File: config.mk
export PLATFORM = sky130hd
export DESIGN_NAME = sddma_top
export DESIGN_NICKNAME = d
export VERILOG_FILES = /design/src/rtl/sddma_pkg.sv /design/src/rtl/sddma_regs.sv /design/src/rtl/sddma_addr_gen.sv /design/src/rtl/sddma_seq.sv /design/src/rtl/sddma_top.sv
export SDC_FILE = /design/constraint.sdc
export NUM_CORES = 1
export LEC_CHECK = 0
export BUFFER_PORTS_ARGS = -buffer_cell sky130_fd_sc_hd__buf_2
export CORE_MARGIN = 4
export CORE_UTILIZATION = 45
export CTS_CLUSTER_DIAMETER = 50
export DETAILED_ROUTE_END_ITERATION = 10
export GPL_TIMING_DRIVEN = 0
export PLACE_DENSITY = 0.74
export SETUP_SLACK_MARGIN = 0.02
export SYNTH_ARGS = -nofsm -noshare
export SYNTH_HDL_FRONTEND = slang
export SYNTH_SLANG_ARGS = --single-unit
export TNS_END_PERCENT = 1
File: constraint.sdc
create_clock -name clk -period 6.75 [get_ports clk]
set_clock_uncertainty 0.1 [all_clocks]
set_input_delay 2.025 -clock clk [delete_from_list [all_inputs] [get_ports clk]]
set_output_delay 2.025 -clock clk [all_outputs]
set_load 0.005 [all_outputs]
File: src/rtl/sddma_pkg.sv
package sddma_pkg;

   localparam logic [11:0] OFS_MODE    = 12'h410;
   localparam logic [11:0] OFS_CTRL    = 12'h414;
   localparam logic [11:0] OFS_REL     = 12'h418;
   localparam logic [11:0] OFS_STAT    = 12'h41C;
   localparam logic [11:0] OFS_ADDR_LO = 12'h440;
   localparam logic [11:0] OFS_ADDR_HI = 12'h444;

   typedef enum logic [2:0] {
      ST_IDLE  = 3'd0,
      ST_FETCH = 3'd1,
      ST_PUSH  = 3'd2,
      ST_PULL  = 3'd3,
      ST_STORE = 3'd4
   } seq_st_e;

   typedef struct packed {
      logic       to_mem;
      logic [1:0] wcode;
      logic       incr;
   } xfer_cfg_t;

   function automatic logic [63:0] lane_mask(input logic [1:0] w);
      case (w)
         2'd0:    lane_mask = 64'h0000_0000_0000_00FF;
         2'd1:    lane_mask = 64'h0000_0000_0000_FFFF;
         2'd2:    lane_mask = 64'h0000_0000_FFFF_FFFF;
         default: lane_mask = 64'hFFFF_FFFF_FFFF_FFFF;
      endcase
   endfunction

endpackage

File: src/rtl/sddma_regs.sv
module sddma_regs
   import sddma_pkg::*;
#(
   parameter int ADDR_W = 64,
   parameter int REG_AW = 12
) (
   input  logic              clk,
   input  logic              rst_n,
   input  logic              reg_we,
   input  logic [REG_AW-1:0] reg_addr,
   input  logic [31:0]       reg_wdata,
   output logic [31:0]       reg_rdata,
   input  logic              busy_i,
   input  logic              done_i,
   input  logic              err_i,
   output xfer_cfg_t         cfg_o,
   output logic [ADDR_W-1:0] base_o,
   output logic [1:0]        rel_o,
   output logic              start_o
);

   logic [1:0]  dir_q;
   logic [1:0]  wcode_q;
   logic        incr_q;
   logic [31:0] lo_q;
   logic [1:0]  rel_q;
   logic [31:0] hi_rd;

   logic wr_mode, wr_ctrl, wr_rel, wr_lo, wr_hi;
   assign wr_mode = reg_we && (reg_addr == REG_AW'(OFS_MODE));
   assign wr_ctrl = reg_we && (reg_addr == REG_AW'(OFS_CTRL));
   assign wr_rel  = reg_we && (reg_addr == REG_AW'(OFS_REL));
   assign wr_lo   = reg_we && (reg_addr == REG_AW'(OFS_ADDR_LO));
   assign wr_hi   = reg_we && (reg_addr == REG_AW'(OFS_ADDR_HI));

   always_ff @(posedge clk or negedge rst_n) begin
      if (!rst_n) begin
         dir_q   <= '0;
         wcode_q <= '0;
         incr_q  <= 1'b0;
         lo_q    <= '0;
         rel_q   <= 2'b11;
      end else begin
         if (wr_mode) begin
            dir_q   <= reg_wdata[17:16];
            wcode_q <= reg_wdata[5:4];
            incr_q  <= reg_wdata[0];
         end
         if (wr_lo)  lo_q  <= reg_wdata;
         if (wr_rel) rel_q <= reg_wdata[9:8];
      end
   end

   generate
      if (ADDR_W > 32) begin : g_hi
         logic [ADDR_W-33:0] hi_q;
         always_ff @(posedge clk or negedge rst_n) begin
            if (!rst_n)     hi_q <= '0;
            else if (wr_hi) hi_q <= reg_wdata[ADDR_W-33:0];
         end
         assign base_o = {hi_q, lo_q};
         assign hi_rd  = 32'(hi_q);
      end else begin : g_no_hi
         assign base_o = lo_q;
         assign hi_rd  = '0;
      end
   endgenerate

   // The release bits take effect in the same cycle they are written.
   assign rel_o   = wr_rel ? reg_wdata[9:8] : rel_q;
   assign start_o = wr_ctrl && reg_wdata[0];

   assign cfg_o.to_mem = (dir_q == 2'd1);
   assign cfg_o.wcode  = wcode_q;
   assign cfg_o.incr   = incr_q;

   always_comb begin
      reg_rdata = '0;
      if (reg_addr == REG_AW'(OFS_MODE))
         reg_rdata = {14'b0, dir_q, 10'b0, wcode_q, 3'b0, incr_q};
      else if (reg_addr == REG_AW'(OFS_REL))
         reg_rdata = {22'b0, rel_q, 8'b0};
      else if (reg_addr == REG_AW'(OFS_STAT))
         reg_rdata = {29'b0, err_i, done_i, busy_i};
      else if (reg_addr == REG_AW'(OFS_ADDR_LO))
         reg_rdata = lo_q;
      else if (reg_addr == REG_AW'(OFS_ADDR_HI))
         reg_rdata = hi_rd;
   end

   wire unused_wdata = ^{reg_wdata[31:18], reg_wdata[15:10], reg_wdata[7:6],
                         reg_wdata[3:1]};

endmodule

File: src/rtl/sddma_addr_gen.sv
module sddma_addr_gen
   import sddma_pkg::*;
#(
   parameter int ADDR_W = 64,
   parameter int CNT_W  = 32
) (
   input  logic              clk,
   input  logic              rst_n,
   input  logic              load_i,
   input  logic [ADDR_W-1:0] base_i,
   input  logic [CNT_W-1:0]  beats_i,
   input  xfer_cfg_t         cfg_i,
   input  logic              step_i,
   output logic [ADDR_W-1:0] addr_o,
   output logic              last_o
);

   logic [ADDR_W-1:0] addr_q;
   logic [CNT_W-1:0]  rem_q;
   logic [ADDR_W-1:0] stride_q;

   always_ff @(posedge clk or negedge rst_n) begin
      if (!rst_n) begin
         addr_q   <= '0;
         rem_q    <= '0;
         stride_q <= '0;
      end else if (load_i) begin
         addr_q   <= base_i;
         rem_q    <= beats_i;
         stride_q <= cfg_i.incr ? (ADDR_W'(1) << cfg_i.wcode) : '0;
      end else if (step_i) begin
         addr_q <= addr_q + stride_q;
         rem_q  <= rem_q - CNT_W'(1);
      end
   end

   assign addr_o = addr_q;
   assign last_o = (rem_q == CNT_W'(1));

   p_no_underflow_r7: assert property (@(posedge clk) disable iff (!rst_n)
      step_i |-> (rem_q != '0))
      else $error("beat counter stepped at zero");

   p_fixed_addr_r8: assert property (@(posedge clk) disable iff (!rst_n)
      (step_i && !load_i && (stride_q == '0)) |=> $stable(addr_q))
      else $error("fixed address moved");

endmodule

File: src/rtl/sddma_seq.sv
module sddma_seq
   import sddma_pkg::*;
#(
   parameter int DATA_W = 64
) (
   input  logic              clk,
   input  logic              rst_n,
   input  logic              start_i,
   input  logic [1:0]        rel_i,
   input  xfer_cfg_t         cfg_i,
   input  logic              aligned_i,
   input  logic              zero_i,
   input  logic              last_i,
   output logic              load_o,
   output logic              step_o,
   output logic              mem_req_o,
   output logic              mem_we_o,
   output logic [1:0]        mem_size_o,
   output logic [DATA_W-1:0] mem_wdata_o,
   input  logic [DATA_W-1:0] mem_rdata_i,
   input  logic              mem_ready_i,
   output logic              tx_valid_o,
   output logic [DATA_W-1:0] tx_data_o,
   input  logic              tx_ready_i,
   input  logic              rx_valid_i,
   input  logic [DATA_W-1:0] rx_data_i,
   output logic              rx_ready_o,
   output logic              busy_o,
   output logic              done_o,
   output logic              err_o,
   output logic              run_rel_o
);

   seq_st_e           st_q;
   xfer_cfg_t         act_q;
   logic [DATA_W-1:0] beat_q;
   logic              done_q, err_q;
   logic              accept;

   assign accept    = start_i && (st_q == ST_IDLE) && rel_i[cfg_i.to_mem];
   assign run_rel_o = rel_i[act_q.to_mem];
   assign load_o    = accept && aligned_i && !zero_i;
   assign step_o    = ((st_q == ST_PUSH) && tx_ready_i) ||
                      ((st_q == ST_STORE) && mem_ready_i);

   always_ff @(posedge clk or negedge rst_n) begin
      if (!rst_n) begin
         st_q   <= ST_IDLE;
         act_q  <= '0;
         beat_q <= '0;
         done_q <= 1'b0;
         err_q  <= 1'b0;
      end else begin
         if (!run_rel_o) begin
            done_q <= 1'b0;
            err_q  <= 1'b0;
         end
         if (accept) begin
            act_q  <= cfg_i;
            done_q <= aligned_i && zero_i;
            err_q  <= !aligned_i;
            if (aligned_i && !zero_i)
               st_q <= cfg_i.to_mem ? ST_PULL : ST_FETCH;
         end else if ((st_q != ST_IDLE) && !run_rel_o) begin
            st_q <= ST_IDLE;
         end else begin
            case (st_q)
               ST_FETCH: if (mem_ready_i) begin
                  beat_q <= mem_rdata_i & lane_mask(act_q.wcode);
                  st_q   <= ST_PUSH;
               end
               ST_PULL: if (rx_valid_i) begin
                  beat_q <= rx_data_i & lane_mask(act_q.wcode);
                  st_q   <= ST_STORE;
               end
               ST_PUSH, ST_STORE: if (step_o) begin
                  if (last_i) begin
                     st_q   <= ST_IDLE;
                     done_q <= 1'b1;
                  end else begin
                     st_q <= (st_q == ST_PUSH) ? ST_FETCH : ST_PULL;
                  end
               end
               default: st_q <= ST_IDLE;
            endcase
         end
      end
   end

   assign busy_o      = (st_q != ST_IDLE);
   assign done_o      = done_q;
   assign err_o       = err_q;
   assign mem_req_o   = (st_q == ST_FETCH) || (st_q == ST_STORE);
   assign mem_we_o    = (st_q == ST_STORE);
   assign mem_size_o  = act_q.wcode;
   assign mem_wdata_o = beat_q;
   assign tx_valid_o  = (st_q == ST_PUSH);
   assign tx_data_o   = beat_q;
   assign rx_ready_o  = (st_q == ST_PULL);

   p_push_after_fetch_r5: assert property (@(posedge clk) disable iff (!rst_n)
      $rose(tx_valid_o) |-> $past(mem_req_o && mem_ready_i && !mem_we_o))
      else $error("transmit beat without a memory read");

   p_store_after_pull_r6: assert property (@(posedge clk) disable iff (!rst_n)
      $rose(mem_we_o) |-> $past(rx_ready_o && rx_valid_i))
      else $error("memory write without a received beat");

   p_done_idle_r9: assert property (@(posedge clk) disable iff (!rst_n)
      done_o |-> !busy_o)
      else $error("done while busy");

   p_err_idle_r4: assert property (@(posedge clk) disable iff (!rst_n)
      err_o |-> (!busy_o && !mem_req_o))
      else $error("alignment error with activity");

   p_abort_r10: assert property (@(posedge clk) disable iff (!rst_n)
      (busy_o && !run_rel_o && !accept) |=> (!busy_o && !done_o))
      else $error("transfer survived channel reset");

endmodule

File: src/rtl/sddma_top.sv
module sddma_top
   import sddma_pkg::*;
#(
   parameter int ADDR_W = 64,
   parameter int DATA_W = 64,
   parameter int REG_AW = 12,
   parameter int BSZ_W  = 16,
   parameter int BCNT_W = 16
) (
   input  logic              clk,
   input  logic              rst_n,
   input  logic              reg_we,
   input  logic [REG_AW-1:0] reg_addr,
   input  logic [31:0]       reg_wdata,
   output logic [31:0]       reg_rdata,
   input  logic [BSZ_W-1:0]  blk_size,
   input  logic [BCNT_W-1:0] blk_count,
   output logic              mem_req,
   output logic              mem_we,
   output logic [ADDR_W-1:0] mem_addr,
   output logic [1:0]        mem_size,
   output logic [DATA_W-1:0] mem_wdata,
   input  logic [DATA_W-1:0] mem_rdata,
   input  logic              mem_ready,
   output logic              tx_valid,
   output logic [DATA_W-1:0] tx_data,
   input  logic              tx_ready,
   input  logic              rx_valid,
   input  logic [DATA_W-1:0] rx_data,
   output logic              rx_ready,
   output logic              irq
);

   localparam int CNT_W   = BSZ_W + BCNT_W;
   localparam int ALIGN_B = 3;

   initial begin
      assert (DATA_W == 64) else $error("DATA_W must be 64");
      assert (ADDR_W >= 32 && ADDR_W <= 64) else $error("ADDR_W out of range");
      assert (REG_AW >= 12) else $error("REG_AW too small");
   end

   xfer_cfg_t         cfg;
   logic [ADDR_W-1:0] base;
   logic [1:0]        rel;
   logic              start, load, step, last;
   logic              busy, done, err, run_rel;
   logic [CNT_W-1:0]  len, beats;

   assign len   = CNT_W'(blk_size) * CNT_W'(blk_count);
   assign beats = len >> cfg.wcode;

   sddma_regs #(.ADDR_W(ADDR_W), .REG_AW(REG_AW)) u_regs (
      .clk(clk), .rst_n(rst_n), .reg_we(reg_we), .reg_addr(reg_addr),
      .reg_wdata(reg_wdata), .reg_rdata(reg_rdata),
      .busy_i(busy), .done_i(done), .err_i(err),
      .cfg_o(cfg), .base_o(base), .rel_o(rel), .start_o(start)
   );

   sddma_addr_gen #(.ADDR_W(ADDR_W), .CNT_W(CNT_W)) u_addr (
      .clk(clk), .rst_n(rst_n), .load_i(load), .base_i(base),
      .beats_i(beats), .cfg_i(cfg), .step_i(step),
      .addr_o(mem_addr), .last_o(last)
   );

   sddma_seq #(.DATA_W(DATA_W)) u_seq (
      .clk(clk), .rst_n(rst_n), .start_i(start), .rel_i(rel), .cfg_i(cfg),
      .aligned_i(base[ALIGN_B-1:0] == '0), .zero_i(beats == '0),
      .last_i(last), .load_o(load), .step_o(step),
      .mem_req_o(mem_req), .mem_we_o(mem_we), .mem_size_o(mem_size),
      .mem_wdata_o(mem_wdata), .mem_rdata_i(mem_rdata), .mem_ready_i(mem_ready),
      .tx_valid_o(tx_valid), .tx_data_o(tx_data), .tx_ready_i(tx_ready),
      .rx_valid_i(rx_valid), .rx_data_i(rx_data), .rx_ready_o(rx_ready),
      .busy_o(busy), .done_o(done), .err_o(err), .run_rel_o(run_rel)
   );

   assign irq = done;

   p_req_hold_r12: assert property (@(posedge clk) disable iff (!rst_n)
      (mem_req && !mem_ready && run_rel) |=> (mem_req && $stable(mem_addr)))
      else $error("memory request dropped or moved before ready");

   p_req_aligned_r8: assert property (@(posedge clk) disable iff (!rst_n)
      mem_req |-> (mem_addr[ALIGN_B-1:0] == '0 || mem_size != 2'd3))
      else $error("64-bit beat at unaligned address");

endmodule

==> results.sh <==
export IMPL_setup_viol=103
export IMPL_period_minus_slack_ns=9.15
export IMPL_worst_slew_pin_slew_ns=1.02
export IMPL_cp_start_kind="input port"
export IMPL_routed_top_layer="met5"
export IMPL_die_h_um=235
export IMPL_critPathMostFrequentCell="fa_1"
export IMPL_synth_area_per_cell_sq_um=9.03
export IMPL_r2r_cells=14
export IMPL_drtIter0Drc=2079
export IMPL_holdCritPathClass="reg -> reg"
export IMPL_min_path_cells=1
export IMPL_htreeDepth=1
export IMPL_post_drt_wl_per_cell_um=21.9
export IMPL_cts_tree="yes"
export IMPL_grt_pass1_wl_um=128000
export IMPL_synth_cell_types=79
export IMPL_path_class="in -> reg"
export IMPL_met3_length_um=9170
export IMPL_vias_per_cell=5.87
export IMPL_grt_start_max_net_pins=119
export IMPL_layout_nets=3565
export IMPL_synth_area_sq_mm=0.0233
export IMPL_status="finished, violations left"
export IMPL_max_stage_delay_ns=0.57
export IMPL_placementRows=83
export IMPL_yosysWarnings=0
export IMPL_violations="negative setup slack"
export IMPL_cts_reportedPaths_clkPinSlew_ns=0.06
export IMPL_via_count=22100
export IMPL_clk_path_buf_depth=3
export IMPL_clk_insertion_delay_late_ns=0.60
export IMPL_arrival_ns=9.51
export IMPL_ir_drop_v=0.00103
export IMPL_antenna_found_initial=6
export IMPL_fin_ws_ns=-2.40
export IMPL_async_reset_ff_share_pct=100
export IMPL_syn_num_nets=3093
export IMPL_drt_total_wl_um=82400
export IMPL_holdWs_ns=0.386
export IMPL_mostFrequentLayoutCells="425 x buf_2, 414 x nand2_1, 241 x dfrtp_1, 197 x inv_1, 191 x fa_1"
export IMPL_slowest_stage="fa_1"
export IMPL_critPathMaxFanout=10
export IMPL_fmax_mhz=109
export IMPL_p_leak_nw=14.2
export IMPL_grt_pass1_vias=22000
export IMPL_synth_edff_count=0
export IMPL_dp_hpwl_um=65500
export IMPL_rsz0062_at_grt="yes"
export IMPL_power_density_mw_per_mm2=616
export IMPL_utilization_pct=55.0
export IMPL_cts_buffers=28
export IMPL_place_congestion=0.984
export IMPL_final_common_cell="buf_2"
export IMPL_core_area_sq_mm=0.0513
export IMPL_drtPass1Iterations=6
export IMPL_relSlewSlack_pct=32.2
export IMPL_antenna_left=0
export IMPL_ys_ff_latch=243
export IMPL_slew_violations=0
export IMPL_required_ns=7.11
export IMPL_finalHoldViolCount=0
export IMPL_crit_path_end_kind="register"
export IMPL_die_area_sq_mm=0.0554
export IMPL_drive_gt1_share_pct=26.0
export IMPL_ioPinCount=441
export IMPL_track_usage_pct=28.8
export IMPL_clock_sinks=243
export IMPL_fp_dieW_um=235
export IMPL_max_cap_violations=0
export IMPL_min_period_over_period_pct=136
export IMPL_initial_core_util_pct=45.4
export IMPL_cts_root_buf="clkbuf_16"
export IMPL_synth_ff_type="dfrtp_1"
export IMPL_grt_overflow_total=0
export IMPL_portBuffers=437
export IMPL_drc=0
export IMPL_m1WireLength_um=33200
export IMPL_met2RoutedLength_um=36800
export IMPL_yosysSeqAreaShare_pct=26.1
export IMPL_area_growth_pct=21.1
export IMPL_syn_inst=2578
[critical path: cells and delay by family]
| kind | cells | cell delay [ns] |
|---|---|---|
| adders and majority gates | 7 | 3.27 |
| muxes | 1 | 0.48 |
| and+or+nand+nor | 6 | 1.30 |
| buffers and inverters | 6 | 0.84 |
| AOI/OAI and AO/OA | 5 | 1.61 |
[logic make-up after synthesis]
group                      synth area share [%]
xor gates and xnor gates                   1.54
AOI/OAI and AO/OA                          14.6
buffers and inverters                      7.96
and+or+nand+nor                            18.0
muxes                                      9.12
DFF                                        26.1
adders and majority gates                  22.7
[synth_stat cells (10+ instances only)]
| cell | number | share of area, % |
|---|---|---|
| ha_1 | 110 | 5.9 |
| o21ai_0 | 97 | 2.1 |
| a21boi_0 | 10 | 0.32 |
| nor4_1 | 17 | 0.46 |
| buf_4 | 66 | 2.1 |
| buf_1 | 12 | 0.19 |
| fa_1 | 195 | 17 |
| nand2_1 | 418 | 6.7 |
| and2_1 | 93 | 2.5 |
| a21oi_1 | 70 | 1.5 |
| or3_1 | 16 | 0.43 |
| a31oi_1 | 13 | 0.35 |
| mux2i_1 | 94 | 4.0 |
| inv_1 | 197 | 3.2 |
| o21a_1 | 11 | 0.35 |
| dfrtp_1 | 241 | 26 |
| nor2_1 | 136 | 2.2 |
| mux2_2 | 97 | 4.7 |
| nand3_1 | 61 | 1.3 |
| clkbuf_1 | 129 | 2.1 |
| and3_1 | 33 | 0.89 |
| nand4_1 | 19 | 0.51 |
| a22o_1 | 14 | 0.53 |
| a31o_2 | 11 | 0.41 |
| xnor2_1 | 25 | 0.94 |
| a221o_1 | 46 | 2.0 |
| a21o_1 | 18 | 0.58 |
| o211ai_1 | 17 | 0.55 |
| a211oi_1 | 11 | 0.35 |
| nor3_1 | 53 | 1.1 |
| xor2_1 | 16 | 0.60 |
| a211o_1 | 18 | 0.68 |
| o22ai_1 | 11 | 0.30 |
| o31ai_1 | 51 | 1.6 |
| a22oi_1 | 14 | 0.45 |
[cell type report]
| cell class | instances | area [sq um] |
|---|---|---|
| Inverter | 197 | 739 |
| Fill cell | 4681 | 23100 |
| Buffer | 211 | 1420 |
| Antenna cell | 5 | 12.5 |
| Tap cell | 680 | 851 |
| Timing Repair Buffer | 451 | 2400 |
| Multi-Input combinational cell | 1918 | 15700 |
| Clock inverter | 13 | 228 |
| Sequential cell | 243 | 6080 |
| Clock buffer | 39 | 812 |
[worst paths after layout]
| kind | from | end | slack (ns) |
|---|---|---|---|
| worst max-delay path | blk_size[11] | u_addr.addr_o[25]$_DFFE_PN0P_ | -2.40 |
| worst min-delay path | u_addr.rem_q[14]$_DFFE_PN0P_ | u_addr.rem_q[14]$_DFFE_PN0P_ | 0.39 |
| worst max register to register | u_regs.wcode_q[0]$_DFFE_PN0P_ | u_addr.addr_o[25]$_DFFE_PN0P_ | 2.40 |
| worst min register to register | u_addr.rem_q[14]$_DFFE_PN0P_ | u_addr.rem_q[14]$_DFFE_PN0P_ | 0.39 |
| max in group asynchronous | rst_n | u_seq.mem_wdata_o[38]$_DFFE_PN0P_ | 3.93 |
| min in group asynchronous | rst_n | u_addr.addr_o[54]$_DFFE_PN0P_ | 1.26 |
[power breakdown]
group,internal [W],switching (W)
Sequential,0.00158,0.000120
Combinational,0.00548,0.00851
Clock,0.00101,0.000670
[metal layers]
metal / track usage, % / vias to the layer above
met1: 39.9 / 10800
li1: - / 9807
met5: 0 / -
met4: 9.24 / 4
met3: 7.05 / 204
met2: 44.7 / 1205
[flip-flops by register name, summed over array words and instances, names as in the netlist, 2 cells and up]
name	count
u_regs.rel_q	2
u_addr.stride_q	4
u_regs.g_hi.hi_q	32
u_regs.dir_q	2
u_regs.wcode_q	2
u_seq.mem_size_o	2
u_addr.addr_o	64
u_regs.lo_q	32
u_seq.st_q	3
u_seq.mem_wdata_o	64
u_addr.rem_q	32
[through the flow]
step                      TNS (ns)  instance area, sq um  setup slack, ns  instances  power [W]
after floorplan            -224.92                 23400            -2.29       2578     0.0106
after global placement     -577.47                 26500            -3.95       3695     0.0138
after detailed placement   -379.58                 26500            -4.01       3698     0.0139
after CTS                  -226.04                 28100            -2.32       3753     0.0165
after global routing       -253.67                 28200            -2.60       3754     0.0187
final                      -231.55                 28200            -2.40       3757     0.0174
[what timing repair did]
action	in CTS	in global routing
hold buffers	0	0
gates cloned	1	0
endpoints found under the setup margin	103	126
pin swaps	5	5
buffers inserted	8	2
resized for setup	112	47
Power figures use the tool's default switching activity.
